**config.mk**
```make
export PLATFORM = sky130hd
export DESIGN_NAME = tri_timer
export DESIGN_NICKNAME = d
export VERILOG_FILES = /design/src/rtl/tmr_pkg.sv /design/src/rtl/tmr_dec.sv /design/src/rtl/tmr_chan.sv /design/src/rtl/tri_timer.sv
export SDC_FILE = /design/constraint.sdc
export NUM_CORES = 1
export LEC_CHECK = 0
export BUFFER_PORTS_ARGS = -buffer_cell sky130_fd_sc_hd__buf_4
export CAP_MARGIN = 20
export CORE_MARGIN = 2
export CORE_UTILIZATION = 35
export CTS_BUF_LIST = sky130_fd_sc_hd__clkbuf_16
export DETAILED_ROUTE_END_ITERATION = 16
export PLACE_DENSITY = 0.57
export SLEW_MARGIN = 20
export SYNTH_ARGS = -nofsm -noshare
export SYNTH_HDL_FRONTEND = slang
export SYNTH_SLANG_ARGS = --single-unit
```
**constraint.sdc**
```tcl
create_clock -name clk -period 2.1 [get_ports clk]
set_input_delay 0.21 -clock clk [delete_from_list [all_inputs] [get_ports clk]]
set_output_delay 0.21 -clock clk [all_outputs]
set_load 0.02 [all_outputs]
```
**src/rtl/tmr_pkg.sv**
```systemverilog
package tmr_pkg;
  // Offset width of the register page and the fixed offsets the bus decodes.
  localparam int unsigned REG_AW   = 4;
  localparam logic [REG_AW-1:0] OFS_CTRL = 4'h1;
  localparam logic [REG_AW-1:0] OFS_TGT0 = 4'hA;
  localparam logic [REG_AW-1:0] OFS_OUT0 = 4'hD;

  typedef logic [REG_AW-1:0] reg_ofs_t;
endpackage

```
**src/rtl/tmr_dec.sv**
```systemverilog
module tmr_dec
  import tmr_pkg::*;
#(
  parameter int unsigned NUM_TMR = 3
) (
  input  logic               wr_en,
  input  reg_ofs_t           wr_addr,
  input  logic               rd_en,
  input  reg_ofs_t           rd_addr,
  output logic               ctl_we,
  output logic [NUM_TMR-1:0] tgt_we,
  output logic [NUM_TMR-1:0] rd_hit
);
  assign ctl_we = wr_en && (wr_addr == OFS_CTRL);

  for (genvar i = 0; i < NUM_TMR; i++) begin : g_dec
    localparam reg_ofs_t TGT_OFS = reg_ofs_t'(OFS_TGT0 + i);
    localparam reg_ofs_t OUT_OFS = reg_ofs_t'(OFS_OUT0 + i);
    assign tgt_we[i] = wr_en && (wr_addr == TGT_OFS);
    assign rd_hit[i] = rd_en && (rd_addr == OUT_OFS);
  end
endmodule

```
**src/rtl/tmr_chan.sv**
```systemverilog
module tmr_chan #(
  parameter int unsigned CNT_W = 8,
  parameter int unsigned OUT_W = 4
) (
  input  logic             clk,
  input  logic             rst,
  input  logic             tick,
  input  logic             ctl_we,
  input  logic             ctl_bit,
  input  logic             tgt_we,
  input  logic [CNT_W-1:0] wr_data,
  input  logic             rd_hit,
  output logic [OUT_W-1:0] out_cnt
);
  localparam logic [OUT_W-1:0] OUT_ONE = OUT_W'(1);

  logic             en_q;
  logic [CNT_W-1:0] tgt_q;
  logic [CNT_W-1:0] stg_q;
  logic [OUT_W-1:0] out_q;
  logic [CNT_W-1:0] stg_nxt;
  logic             step;
  logic             wrap;
  logic             en_rise;

  // The phase counter wraps at 2**CNT_W, so a period of zero needs no extra bit.
  assign stg_nxt = stg_q + 1'b1;
  assign step    = tick && en_q;
  assign wrap    = step && (stg_nxt == tgt_q);
  assign en_rise = ctl_we && ctl_bit && !en_q;

  always_ff @(posedge clk) begin
    if (rst) begin
      en_q  <= 1'b0;
      tgt_q <= '0;
      stg_q <= '0;
      out_q <= '0;
    end else begin
      if (ctl_we) en_q  <= ctl_bit;
      if (tgt_we) tgt_q <= wr_data;
      if (en_rise) begin
        stg_q <= '0;
        out_q <= '0;
      end else begin
        if (step) stg_q <= wrap ? '0 : stg_nxt;
        if (rd_hit)    out_q <= wrap ? OUT_ONE : '0;
        else if (wrap) out_q <= out_q + 1'b1;
      end
    end
  end

  assign out_cnt = out_q;


  rise_clear_chk: assert property (@(posedge clk) disable iff (rst)
    en_rise |=> (stg_q == '0) && (out_q == '0));


  read_clear_chk: assert property (@(posedge clk) disable iff (rst)
    (rd_hit && !wrap && !en_rise) |=> (out_q == '0));


  read_wrap_chk: assert property (@(posedge clk) disable iff (rst)
    (rd_hit && wrap && !en_rise) |=> (out_q == OUT_ONE));


  off_hold_chk: assert property (@(posedge clk) disable iff (rst)
    (!en_q && !rd_hit && !ctl_we) |=> ($stable(out_q) && $stable(stg_q)));


  phase_step_chk: assert property (@(posedge clk) disable iff (rst)
    (step && !wrap && !en_rise) |=> (stg_q == $past(stg_q) + 1'b1));
endmodule

```
**src/rtl/tri_timer.sv**
```systemverilog
module tri_timer
  import tmr_pkg::*;
#(
  parameter int unsigned NUM_TMR = 3,
  parameter int unsigned DATA_W  = 8,
  parameter int unsigned OUT_W   = 4
) (
  input  logic               clk,
  input  logic               rst,
  input  logic [NUM_TMR-1:0] tick,
  input  logic               wr_en,
  input  logic [REG_AW-1:0]  wr_addr,
  input  logic [DATA_W-1:0]  wr_data,
  input  logic               rd_en,
  input  logic [REG_AW-1:0]  rd_addr,
  output logic [OUT_W-1:0]   rd_data
);
  localparam int unsigned CNT_W = DATA_W;

  logic               ctl_we;
  logic [NUM_TMR-1:0] tgt_we;
  logic [NUM_TMR-1:0] rd_hit;
  logic [OUT_W-1:0]   out_cnt [NUM_TMR];
  logic [OUT_W-1:0]   rd_sel;

  tmr_dec #(.NUM_TMR(NUM_TMR)) u_dec (
    .wr_en   (wr_en),
    .wr_addr (wr_addr),
    .rd_en   (rd_en),
    .rd_addr (rd_addr),
    .ctl_we  (ctl_we),
    .tgt_we  (tgt_we),
    .rd_hit  (rd_hit)
  );

  for (genvar i = 0; i < NUM_TMR; i++) begin : g_chan
    tmr_chan #(.CNT_W(CNT_W), .OUT_W(OUT_W)) u_chan (
      .clk     (clk),
      .rst     (rst),
      .tick    (tick[i]),
      .ctl_we  (ctl_we),
      .ctl_bit (wr_data[i]),
      .tgt_we  (tgt_we[i]),
      .wr_data (wr_data[CNT_W-1:0]),
      .rd_hit  (rd_hit[i]),
      .out_cnt (out_cnt[i])
    );
  end

  always_comb begin
    rd_sel = '0;
    for (int i = 0; i < NUM_TMR; i++) begin
      if (rd_hit[i]) rd_sel = rd_sel | out_cnt[i];
    end
  end

  always_ff @(posedge clk) begin
    if (rst)        rd_data <= '0;
    else if (rd_en) rd_data <= rd_sel;
  end


  foreign_read_chk: assert property (@(posedge clk) disable iff (rst)
    (rd_en && (rd_hit == '0)) |=> (rd_data == '0));


  one_hit_chk: assert property (@(posedge clk) disable iff (rst)
    $onehot0(rd_hit));
endmodule

```
==> impl_metrics.toml <==
[run_status]
run_status = "finished, final reports clean"

[floorplan]
die_area_um2 = 11600
io_pins = 27
placementRows = 37
core_um2 = 10400
die_w_um = 108
start_util = 0.363
die_height_um = 108

[sta]
skew_ns = 0.00534
final_hold_viol_count = 0
setup_tns_ns = 0
rsz0062_at_grt = "true"
worst_pin_slew_ns = 0.583
finalWorstSetupSlack_ns = 0.0606
timing.final.crit_period_ns = 2.04
finalSetupViolCount = 0
relSlewSlack = 0.610
drv_slew = 0
finalCritPeriodShare = 0.971
clock.fmax_mhz = 490

[finish]
insertedDiodeCount = 0
design_area_um2 = 4800
final_nets = 539
drive_gt1_frac = 0.270
layoutNonFillerInstCount = 651
syn_to_final_growth_pct = 27.0

[global_routing]
antenna_found_initial = 0
grt_max_degree = 35
track_usage = 0.173
grt_overflow = 0
grt_pass1_wl_um = 15900
grt_pass1_vias = 3273

[worst_setup_path]
end_kind = "flop"
required_ns = 2.37
path_common_cell = "a21oi_2"
critPathSlowestCell = "or4_4"
crit_buf_inv = 0
critPathMaxFanout = 7
crit_chain = "and4_4 -> a21oi_2 -> a221oi_4 -> nand4b_4 -> or4_4 -> a21oi_2"
worstSetupPathType = "reg2reg"
start_kind = "flop"
crit_family = "simple AND/OR/NAND/NOR gates"
slowest_delay_ns = 0.54
cp.arrival_ns = 2.31

[clock_tree]
clk_latency_ns = 0.33
postCtsHoldBufs = 0
cts-root-buf = "clkbuf_16"
clock_path_buffers = 2
clkSinkCount = 67
tritoncts = "built"
cts_max_level = 3
cts_inserted_buffers = 9
clk_pin_slew_worst_paths_ns = 0.06

[place]
place_congestion = 0.847
io_buffers = 26
pre_cts_slack_ns = -0.0173
placed_area_um2 = 4370
hpwl_um = 7190
place_inst = 631

[drt]
vias = 3554
wl_per_cell_um = 15.1
ant_nets = 0
drt_iter0_markers = 188
viasPerCell = 5.46
wirelength_um = 9840
dr.pass1.iters = 5
drc = 0

[yosys]
synth_commonest_cells = "dfxtp_1 (67), nor2_1 (47), nand2_1 (42)"
ys_ff_latch = 67
synth_nets = 477
synth.most_common_cell = "dfxtp_1"
ys_seq_area_frac = 0.355
async_reset_ff_frac = 0
syn_area_um2 = 3780
synth_top_cell_area_share = 0.355
synth.distinct_cells = 69
netlist_instances = 448
synth_edf_count = 0
yosys.area.top_type = "dfxtp_1"
ys_top_cells_by_area = "dfxtp_1 (35%), mux2i_1 (6.4%), nor2_1 (4.7%)"
syn_area_per_cell_um2 = 8.44
synth_ff_type = "dfxtp_1"
yosys_warnings = 0

[flow_run]
cap_violations = 0

[pwr]
vdd_ir_drop_max_uv = 283
p_per_area_nw_per_um2 = 583
p_leak_uw = 0.00183
power_uw = 2800

[min_path]
holdCritPathClass = "in2reg"
-- stage by stage --
stage,hold slack [ns],util
final,0.162,0.461
after CTS,0.152,0.446
after global placement,0.467,0.419
after floorplan,0.346,-
after global routing,0.160,0.461
after detailed placement,0.471,0.419
-- routing by layer --
layer	track usage	up-vias	share of wire
met5	0	-	0
met4	0.0659	0	0.019
met3	0.0381	18	0.036
met2	0.274	82	0.47
met1	0.229	1676	0.47
li1	-	1778	-
-- cell usage in the layout (no fill, tap or decap), types with 5 or more instances in the layout --
| cell | n |
|---|---|
| mux2i_1 | 24 |
| nand2_1 | 42 |
| nand4_1 | 9 |
| xnor2_1 | 12 |
| nand3_1 | 21 |
| or3_1 | 6 |
| nor4_1 | 7 |
| nor2_1 | 47 |
| and4_1 | 5 |
| and3_1 | 6 |
| xor2_1 | 12 |
| clkbuf_16 | 9 |
| a21oi_1 | 28 |
| dfxtp_1 | 60 |
| a31oi_1 | 7 |
| inv_1 | 8 |
| dfxtp_2 | 6 |
| o31ai_1 | 5 |
| nor3_1 | 10 |
| buf_4 | 72 |
| o21ai_0 | 19 |
-- logic make-up (layout without fill, tap and decap cells) --
group / after synthesis / count (layout) / share of synthesized area
simple gates: 194 / 195 / 0.276
compound gates: 95 / 95 / 0.172
flops: 67 / 67 / 0.355
buf+inv: 32 / 98 / 0.0387
xor+xnor: 27 / 27 / 0.0662
mux: 27 / 27 / 0.0725
fa+ha+maj: 6 / 6 / 0.0199
-- repair_timing --
| item | CTS | global route |
|---|---|---|
| gates resized for setup | 2 | 32 |
| endpoints found under the setup margin | 4 | 23 |
| pin swaps | 1 | 16 |
| cloned | 0 | 1 |
| buffers inserted | 0 | 3 |
-- power by group --
part	switching (uW)	leakage (uW)	total (uW)	internal, uW
clock network	582	0.000123	1370	791
logic	81.5	0.00117	142	61.0
registers	6.28	0.000544	1280	1280
-- layout make-up --
| cell class | count | area (um2) |
|---|---|---|
| Timing Repair Buffer | 74 | 563 |
| Fill cell | 1023 | 5620 |
| Inverter | 8 | 30.0 |
| Multi-Input combinational cell | 350 | 2410 |
| Clock buffer | 9 | 225 |
| Tap cell | 136 | 170 |
| Sequential cell | 67 | 1350 |
| Clock inverter | 7 | 45.0 |
-- tightest hold or removal path, delay by kind of cell --
kind | cells | cell delay [ns]
and+or+nand+nor | 1 | 0.07
buffers and inverters | 1 | 0.11
muxes | 1 | 0.07
-- path summary, 6_finish.rpt --
check / slack [ns] / startpoint / end / cells after the start
max: 0.06 / g_chan[0].u_chan.stg_q[5] / g_chan[0].u_chan.out_cnt[2] / 6
min reg2reg: 0.47 / g_chan[1].u_chan.out_cnt[3] / rd_data[3] / 2
max reg2reg: 0.06 / g_chan[0].u_chan.stg_q[5] / g_chan[0].u_chan.out_cnt[2] / 6
min: 0.16 / wr_data[3] / g_chan[2].u_chan.tgt_q[3] / 3
-- state kept, by name (all words and copies together), names as in the netlist --
register and count:
g_chan.u_chan.out_cnt 12, g_chan.u_chan.en_q 3, g_chan.u_chan.tgt_q 24, rd_data 4
g_chan.u_chan.stg_q 24
(Power assumes the default switching activity.)
